$ cat src/rtl/rsq_pkg.sv
package rsq_pkg;

  localparam int ADDR_W = 6;
  localparam int unsigned SPACE = 1 << ADDR_W;
  localparam int NSECT = 5;
  localparam int SECT_W = 3;

  typedef enum logic [SECT_W-1:0] {
    SEC_ALM0 = 3'd0,
    SEC_ALM1 = 3'd1,
    SEC_CTRL = 3'd2,
    SEC_TIME = 3'd3,
    SEC_STAT = 3'd4,
    SEC_NONE = 3'd7
  } sect_e;

  // base and length of each section, indexed by its code
  localparam int unsigned SECT_BASE [NSECT] = '{0, 8, 16, 48, 63};
  localparam int unsigned SECT_LEN  [NSECT] = '{8, 8, 1, 8, 1};

  // upper seven bits of the device select byte that opens this space
  localparam logic [6:0] DEV_TAG = 7'b1101111;

  function automatic logic [ADDR_W-1:0] sect_first(input int idx);
    return ADDR_W'(SECT_BASE[idx]);
  endfunction

  function automatic logic [ADDR_W-1:0] sect_last(input int idx);
    return ADDR_W'(SECT_BASE[idx] + SECT_LEN[idx] - 1);
  endfunction

  function automatic logic in_sect(input logic [31:0] a, input int idx);
    return (a >= SECT_BASE[idx]) && (a < SECT_BASE[idx] + SECT_LEN[idx]);
  endfunction

  function automatic logic dev_matches(input logic [7:0] dev);
    return (dev | 8'h01) == {DEV_TAG, 1'b1};
  endfunction

endpackage

$ cat src/rtl/rsq_sect_decode.sv
module rsq_sect_decode
  import rsq_pkg::*;
#(
  parameter int RAW_W = 8
) (
  input  logic [RAW_W-1:0] addr_i,
  output sect_e            sect_o,
  output logic             hit_o,
  output logic             out_of_range_o
);

  logic [NSECT-1:0] hit_vec;
  logic [31:0]      addr_wide;

  assign addr_wide = 32'(addr_i);

  genvar g;
  generate
    for (g = 0; g < NSECT; g++) begin : g_hit
      assign hit_vec[g] = in_sect(addr_wide, g);
    end
  endgenerate

  assign out_of_range_o = addr_wide >= SPACE;
  assign hit_o          = |hit_vec;

  always_comb begin
    sect_o = SEC_NONE;
    for (int i = 0; i < NSECT; i++) begin
      if (hit_vec[i]) sect_o = sect_e'(SECT_W'(i));
    end
  end

endmodule

$ cat src/rtl/rsq_sect_step.sv
module rsq_sect_step
  import rsq_pkg::*;
(
  input  sect_e             sect_i,
  input  logic [ADDR_W-1:0] addr_i,
  output logic [ADDR_W-1:0] next_o,
  output logic              wrap_o
);

  always_comb begin
    next_o = addr_i;
    wrap_o = 1'b0;
    for (int i = 0; i < NSECT; i++) begin
      if (sect_i == sect_e'(SECT_W'(i))) begin
        if (addr_i == sect_last(i)) begin
          next_o = sect_first(i);
          wrap_o = 1'b1;
        end else begin
          next_o = addr_i + 1'b1;
        end
      end
    end
  end

endmodule

$ cat src/rtl/rsq_addr_seq.sv
module rsq_addr_seq
  import rsq_pkg::*;
#(
  parameter int RAW_W = 8
) (
  input  logic                clk,
  input  logic                rst_n,
  input  logic                start_valid,
  input  logic [7:0]          start_dev,
  input  logic                start_from_ptr,
  input  logic [RAW_W-1:0]    start_addr,
  input  logic                byte_done,
  input  logic                op_end,
  output logic [ADDR_W-1:0]   addr,
  output logic                active,
  output logic [SECT_W-1:0]   sect,
  output logic                addr_bad,
  output logic                terminate
);

  logic [ADDR_W-1:0] cur_q;
  logic              active_q;
  sect_e             sect_q;
  logic              used_q;
  logic              bad_q;
  logic              term_q;

  // named events
  logic              sel_match;
  logic              start_take;
  logic              start_ok;
  logic              xfer_live;
  logic              term_ev;
  logic              adv_ev;
  logic              step_wrap;

  logic [RAW_W-1:0]  cand;
  sect_e             cand_sect;
  logic              cand_hit;
  logic              cand_oor;
  logic [ADDR_W-1:0] step_next;

  assign sel_match  = dev_matches(start_dev);
  assign start_take = start_valid && sel_match;
  assign cand       = start_from_ptr ? RAW_W'(cur_q) : start_addr;

  rsq_sect_decode #(.RAW_W(RAW_W)) u_decode (
    .addr_i         (cand),
    .sect_o         (cand_sect),
    .hit_o          (cand_hit),
    .out_of_range_o (cand_oor)
  );

  rsq_sect_step u_step (
    .sect_i (sect_q),
    .addr_i (cur_q),
    .next_o (step_next),
    .wrap_o (step_wrap)
  );

  assign start_ok  = start_take && cand_hit && !cand_oor;
  assign xfer_live = byte_done && active_q && !start_take;
  assign term_ev   = xfer_live && (sect_q == SEC_STAT) && used_q;
  assign adv_ev    = xfer_live && !term_ev;

  always_ff @(posedge clk or negedge rst_n) begin
    if (!rst_n) begin
      cur_q    <= '0;
      active_q <= 1'b0;
      sect_q   <= SEC_NONE;
      used_q   <= 1'b0;
      bad_q    <= 1'b0;
      term_q   <= 1'b0;
    end else begin
      term_q <= term_ev;
      if (start_take) begin
        bad_q    <= !start_ok;
        sect_q   <= start_ok ? cand_sect : SEC_NONE;
        used_q   <= 1'b0;
        active_q <= start_ok;
        if (start_ok) cur_q <= cand[ADDR_W-1:0];
      end else begin
        if (adv_ev) begin
          cur_q  <= step_next;
          used_q <= 1'b1;
        end
        if (term_ev || op_end) active_q <= 1'b0;
      end
    end
  end

  assign addr      = cur_q;
  assign active    = active_q;
  assign sect      = sect_q;
  assign addr_bad  = bad_q;
  assign terminate = term_q;

endmodule

$ cat config.mk
export PLATFORM = sky130hd
export DESIGN_NAME = rsq_addr_seq
export DESIGN_NICKNAME = d
export VERILOG_FILES = /design/src/rtl/rsq_pkg.sv /design/src/rtl/rsq_sect_decode.sv /design/src/rtl/rsq_sect_step.sv /design/src/rtl/rsq_addr_seq.sv
export SDC_FILE = /design/constraint.sdc
export NUM_CORES = 1
export LEC_CHECK = 0
export CAP_MARGIN = 40
export CORE_MARGIN = 2
export CORE_UTILIZATION = 50
export DETAILED_ROUTE_END_ITERATION = 16
export DONT_BUFFER_PORTS = 1
export HOLD_SLACK_MARGIN = 0.03
export PLACE_DENSITY = 0.76
export SLEW_MARGIN = 30
export SYNTH_ARGS = -nofsm -noshare
export SYNTH_HDL_FRONTEND = slang
export SYNTH_SLANG_ARGS = --single-unit
$ cat constraint.sdc
create_clock -name clk -period 2.6 [get_ports clk]
set_input_delay 0.26 -clock clk [delete_from_list [all_inputs] [get_ports clk]]
set_output_delay 0.26 -clock clk [all_outputs]
set_load 0.02 [all_outputs]
==> results of run 1 <==
[metal layers]
layer,global-route usage [%],wire (um),vias to the layer above
met4,5.56,30,0
met1,29.4,1180,522
met3,7.71,318,7
met2,39.2,1410,59
met5,0,0,-
li1,-,-,518
[power by group through the flow]
stage	clock (mW)	combinational, mW	sequential [mW]
CTS	0.132	0.0709	0.257
global placement	0	0.0638	0.259
detailed placement	0	0.0653	0.260
floorplan	0	0.0743	0.245
finish	0.128	0.0708	0.257
global route	0.145	0.0781	0.260
[worst register-to-register path: cells and delay by family, from the launching register on]
| kind | cells | cell delay [ns] |
|---|---|---|
| adders and majority gates | 1 | 0.24 |
| buffers and inverters | 1 | 0.13 |
| AOI/OAI and AO/OA | 3 | 0.58 |
| DFF | 1 | 0.57 |
| and+or+nand+nor | 2 | 0.68 |
[registers in the layout, summed over array words and instances (netlist names)]
register,flops
sect,3
used_q,1
addr,6
active,1
terminate,1
addr_bad,1
[cells by family after synthesis]
family | Yosys count | synth area share (%)
simple gates | 54 | 27.8
mux | 2 | 1.90
fa+ha+maj | 2 | 2.11
compound gates | 46 | 31.4
buf+inv | 14 | 8.24
flops | 13 | 27.8
xor+xnor | 1 | 0.740
[placed cells by master, fill, tap and decap left out, types with 2 or more instances in the layout]
master | Yosys | layout
nand2_1 | 9 | 9
mux2_2 | 2 | 2
and4_1 | 2 | 2
nor4_1 | 3 | 3
nor4bb_1 | 3 | 3
and3_1 | 2 | 2
nor3_1 | 5 | 5
a311oi_1 | 2 | 2
o21ai_0 | 4 | 4
a22o_1 | 2 | 2
nor3b_1 | 2 | 2
o22ai_1 | 3 | 3
a211oi_1 | 4 | 4
a21o_2 | 2 | 2
or4_1 | 2 | 2
a21oi_1 | 8 | 8
nor2b_1 | 2 | 2
nand3_1 | 3 | 3
ha_1 | 2 | 2
nand4_1 | 2 | 2
buf_4 | 0 | 2
a22oi_1 | 2 | 2
nor2_1 | 8 | 8
clkbuf_4 | 0 | 3
nand2b_1 | 2 | 2
dfstp_2 | 3 | 3
inv_1 | 6 | 6
o21a_1 | 2 | 2
dfrtp_1 | 10 | 10
[metrics by stage]
stage | utilization (%) | setup WS [ns]
floorplan | - | 0.522
global placement | 51.9 | 0.368
detailed placement | 51.9 | 0.347
CTS | 53.6 | 0.317
global route | 53.6 | 0.191
finish | 53.6 | 0.328
[what timing repair did]
| item | CTS | global route |
|---|---|---|
| endpoints found under the setup margin | 0 | 0 |
| endpoints found under the hold margin | 13 | 0 |
| hold buffers | 1 | 0 |
[path summary, 6_finish.rpt]
path	slack (ns)	end	startpoint
min in group asynchronous	0.40	addr[4]	rst_n
worst max register to register	0.33	addr[0]	addr[0]
max in group asynchronous	1.82	sect[2]	rst_n
worst max-delay path	0.33	addr[0]	addr[0]
worst min-delay path	0.15	used_q	byte_done
worst min register to register	0.57	used_q	used_q
[layout make-up]
type / count / area [sq um] / share of cell area, %
well taps: 28 / 35.0 / 2.93
repair buffers: 3 / 25.0 / 2.09
clock inverters: 1 / 5.00 / 0.418
clock buffers: 3 / 22.5 / 1.88
multi-input cells: 105 / 757 / 63.3
flip-flops and latches: 13 / 329 / 27.5
inverters: 6 / 22.5 / 1.88
==> results_dict.tcl, run 1 <==
set metrics [dict create \
    outcome "completed" \
    die_w_um 52.7 \
    port_buffers 0 \
    grt_overflow_total 0 \
    fin_nets 156 \
    crit_family "simple AND/OR/NAND/NOR gates" \
    syn_nets 156 \
    synthTopCellsByArea "dfrtp_1 (21%), dfstp_2 (6.7%), a21oi_1 (3.4%), nand2_1 (2.9%), buf_6 (2.9%)" \
    crit_arrival_ns 2.48 \
    rr_worst_depth 7 \
    slew_headroom_pct 61.7 \
    synthArstFlopShare_pct 100 \
    areaGrowthSynthToFinish_pct 1.06 \
    required_ns 2.81 \
    sequentialPowerShare_pct 56.4 \
    switching_share_pct 31.9 \
    worst_pin_slew_ns 0.572 \
    grt_max_degree 17 \
    clk_pin_slew_worst_paths_ns 0.09 \
    drc_errors 0 \
    slowest_stage "dfrtp_1" \
    p_clk_share_pct 28.1 \
    dr.pass1.iters 5 \
    ys.warnings.count 0 \
    leakagePower_nw 0.479 \
    yosysSeqAreaShare_pct 27.8 \
    total_power_mw 0.456 \
    ys_types 58 \
    stdcell_area_sq_um 1200 \
    avgSynthCellArea_sq_um 8.97 \
    path_class "reg2reg" \
    cap_violations 0 \
    period_needed_ns 2.27 \
    io_pins 34 \
    yosys-top-cells-count "dfrtp_1 (10), nand2_1 (9), a21oi_1 (8), nor2_1 (8), inv_1 (6)" \
    cts_max_path_buffers 2 \
    fin_crit_sh_pct 87.4 \
    routed_wl_um 2940 \
    wl_per_cell_um 18.5 \
    post_cts_buffers 0 \
    start_util_pct 53.0 \
    placedInstanceArea_sq_um 1160 \
    yosysMostFrequentCell "dfrtp_1" \
    synth_top_cell_area_share_pct 21.1 \
    die_y_um 52.7 \
    peakVddDrop_uv 315 \
    setup_tns_ns 0 \
    grt_pass1_wl_um 4750 \
    min_path_cells 2 \
    drive_above_1_share_pct 17.6 \
    critPathMaxStageDelay_ns 0.57 \
    combPwrFrac_pct 15.5 \
    grt_use_total_pct 23.6 \
    crit_buf_inv 1 \
    first_global_vias 1028 \
    hold_ws_ns 0.153 \
    synth_edf_count 0 \
    fin_cells 159 \
    synth_area_leader_cell "dfrtp_1" \
    grt_antenna_before_repair 0 \
    setup-violations-final 0 \
    clock_sinks 13 \
    synth_cells 132 \
    hpwl_um 2250 \
    clock_latency_ns 0.28 \
    row_count 17 \
    cts-root-buf "clkbuf_4" \
    switchingPower_mw 0.146 \
    htree_levels 1 \
    rsz0062_at_grt "false" \
    slew_violations 0 \
    dieArea_sq_um 2770 \
    gp_congestion 0.952 \
    cp_cell_sequence "inv_1 > ha_1 > or4b_1 > a21boi_1 > or4_1 > a221o_1 > a22oi_2" \
    power_density_nw_per_um2 381 \
    via_per_inst 6.96 \
    crit_cells 7 \
    vias 1106 \
    critPathLaunchType "register" \
    fmax_mhz 440 \
    fp.coreArea_sq_um 2230 \
    finalHoldViolCount 0 \
    ys_ff_latch 13 \
    cts_inserted_buffers 3 \
    drtAntennaViolNets 0 \
    syn_area_sq_um 1180 \
    n_antenna_cell 0 \
    holdCritPathClass "in2reg" \
    cts_resized 0 \
    dp.cells 154 \
    worst-path-max-fanout 7 \
    fillerInstances 208 \
    endpoint_kind "register" \
    synth_ff_type "dfrtp_1" \
    p_int_mw 0.310 \
    first_iter_violations 50 \
    skew_ns 0.00563 \
    cts_tree "yes" \
]
Power figures use the tool's default switching activity.
==> inputs of run 2 (changes only) <==
--- a/config.mk
+++ b/config.mk
@@ -5,13 +5,14 @@
 export SDC_FILE = /design/constraint.sdc
 export NUM_CORES = 1
 export LEC_CHECK = 0
+export ABC_AREA = 1
 export CAP_MARGIN = 40
 export CORE_MARGIN = 2
 export CORE_UTILIZATION = 50
 export DETAILED_ROUTE_END_ITERATION = 16
 export DONT_BUFFER_PORTS = 1
 export HOLD_SLACK_MARGIN = 0.03
-export PLACE_DENSITY = 0.76
+export PLACE_DENSITY = 0.62
 export SLEW_MARGIN = 30
 export SYNTH_ARGS = -nofsm -noshare
 export SYNTH_HDL_FRONTEND = slang
==> run 2 against run 1 <==
Effect of this change: clock skew fell by 0.0052 ns; clock power fell by 6%; cell count rose by 31%; total power rose by 1.9%; synthesized cell count rose by 35%; design area rose by 1.7%; global-route usage fell by 1.4 points; area after synthesis fell by 1.6%; worst hold slack got worse by 0.071 ns; die area fell by 1.5%; setup slack improved by 0.42 ns.
==> results_dict.tcl, run 2 <==
set metrics [dict create \
    stdcell_area_sq_um 1220 \
    first_iter_violations 27 \
    vias 1165 \
    syn_area_sq_um 1160 \
    period_needed_ns 1.85 \
    htree_levels 1 \
    cap_violations 0 \
    min_path_cells 1 \
    finalHoldViolCount 0 \
    slew_headroom_pct 62.5 \
    drc_errors 0 \
    crit_arrival_ns 2.02 \
    synthTopCellsByArea "dfrtp_1 (21%), nand2_1 (18%), nor2_1 (7.4%), nand3_1 (6.9%), dfstp_2 (6.8%)" \
    routed_wl_um 2860 \
    worst-path-max-fanout 8 \
    synth_top_cell_area_share_pct 21.5 \
    grt_overflow_total 0 \
    skew_ns 0.000423 \
    yosys-top-cells-count "nand2_1 (56), nor2_1 (23), inv_1 (16), nand3_1 (16), dfrtp_1 (10)" \
    setup_tns_ns 0 \
    path_class "reg2reg" \
    dieArea_sq_um 2730 \
    wl_per_cell_um 13.8 \
    synth_edf_count 0 \
    fp.coreArea_sq_um 2210 \
    worst_pin_slew_ns 0.561 \
    slowest_stage "dfrtp_1" \
    ys_types 30 \
    gp_congestion 0.879 \
    clk_pin_slew_worst_paths_ns 0.08 \
    rr_worst_depth 12 \
    fmax_mhz 540 \
    port_buffers 0 \
    power_density_nw_per_um2 382 \
    cp_cell_sequence "ha_1 > nand2_1 > nor2_1 > nand2_1 > nand2_1 > nand3_1 > nand3_1 > nand2_1 > nand2_1 > nand2_1 > nand2_1 > nand2_1" \
    fin_crit_sh_pct 71.3 \
    largest_register_ffs 6 \
    fillerInstances 225 \
    grt_pass1_wl_um 4530 \
    row_count 17 \
    synth_area_leader_cell "dfrtp_1" \
    synth_cells 178 \
    clock_sinks 13 \
    endpoint_kind "register" \
    clock_latency_ns 0.27 \
    fin_cells 208 \
    die_y_um 52.3 \
    crit_family "simple AND/OR/NAND/NOR gates" \
    synthArstFlopShare_pct 100 \
    ys.warnings.count 0 \
    dp.cells 203 \
    outcome "completed" \
    cts_resized 0 \
    via_per_inst 5.60 \
    setup-violations-final 0 \
    r2r_setup_slack_ns 0.75 \
    cts_tree "yes" \
    drive_above_1_share_pct 15.6 \
    final_common_cell "nand2_1" \
    critPathMaxStageDelay_ns 0.62 \
    die_w_um 52.3 \
    cp_common_cell "nand2_1" \
    grt_max_degree 16 \
    crit_cells 12 \
    yosysSeqAreaShare_pct 28.2 \
    required_ns 2.76 \
    start_util_pct 52.7 \
    dr.pass1.iters 5 \
    multi_input_area_sq_um 742 \
    leakagePower_nw 0.664 \
    peakVddDrop_uv 293 \
    synth_ff_type "dfrtp_1" \
    holdCritPathClass "in2reg" \
    placedInstanceArea_sq_um 1180 \
    yosysMostFrequentCell "nand2_1" \
    fin_nets 205 \
    areaGrowthSynthToFinish_pct 4.40 \
    regArea_sq_um 329 \
    first_global_vias 1072 \
    cts_max_path_buffers 2 \
    critPathLaunchType "register" \
    syn_nets 202 \
    grt_use_total_pct 22.2 \
    crit_buf_inv 0 \
    io_pins 34 \
    drtAntennaViolNets 0 \
    rsz0062_at_grt "false" \
    cts_inserted_buffers 3 \
    n_antenna_cell 0 \
    ys_ff_latch 13 \
    cts-root-buf "clkbuf_4" \
    avgSynthCellArea_sq_um 6.54 \
    slew_violations 0 \
    final_cell_mix "nand2_1 (56), nor2_1 (23), inv_1 (16), nand3_1 (16), dfrtp_1 (10)" \
    grt_antenna_before_repair 0 \
    hpwl_um 2250 \
]
-- run 2: changes by cell type after synthesis, sizes merged, moves of 4 or more --
| cell | previous run | this run |
|---|---|---|
| nor2 | 8 | 27 |
| nand2 | 9 | 66 |
| nand3 | 3 | 17 |
| inv | 6 | 18 |
| nand4 | 2 | 8 |
| a211oi | 4 | 0 |
-- run 2: what timing repair did --
action,CTS,global route
buffers inserted,0,0
setup endpoints to repair,0,0
hold buffers,1,0
endpoints found under the hold margin,13,0
-- run 2: metal layers --
metal | GRT usage (%) | share of wire (%)
met5 | 0 | 0
met4 | 6.41 | 0.31
met3 | 1.14 | 5.1
met2 | 40.1 | 49
met1 | 28.5 | 45
-- run 2: area by class of cell --
cell class                      instances  area share, %
Timing Repair Buffer                    1          0.823
Tap cell                               28           2.88
Clock inverter                          1          0.412
Multi-Input combinational cell        144           61.0
Sequential cell                        13           27.1
Clock buffer                            3           1.85
Inverter                               18           5.97
-- run 2: cells by family (layout without fill, tap and decap cells) --
logic type	count (synthesis)	count (layout)	share of synthesized area, %
buf+inv	21	23	8.06
simple gates	123	123	51.2
fa+ha+maj	2	2	2.15
flops	13	13	28.2
compound gates	17	17	8.81
xor+xnor	2	2	1.50
-- run 2: path summary, 6_finish.rpt --
path,endpoint,start
setup reg to reg,addr[3],addr[0]
min in group asynchronous,addr_bad,rst_n
max in group asynchronous,sect[2],rst_n
hold reg to reg,used_q,used_q
hold / removal,active,op_end
setup / recovery,addr[3],addr[0]
-- run 2: metrics by stage --
stage          util [%]  hold slack (ns)  setup slack (ns)  power [mW]
2_1_floorplan         -          -0.0356              1.03       0.327
3_3_place_gp       53.3          -0.0354             0.768       0.341
3_5_place_dp       53.3          -0.0354             0.771       0.343
4_1_cts            55.0           0.0731             0.763       0.471
5_1_grt            55.0           0.0764             0.521       0.492
6_report           55.0           0.0824             0.747       0.465
-- run 2: power by group --
part	internal, mW	leakage [nW]	switching [mW]
Sequential	0.220	0.166	0.0325
Clock	0.0569	0.0177	0.0633
Combinational	0.0330	0.481	0.0589
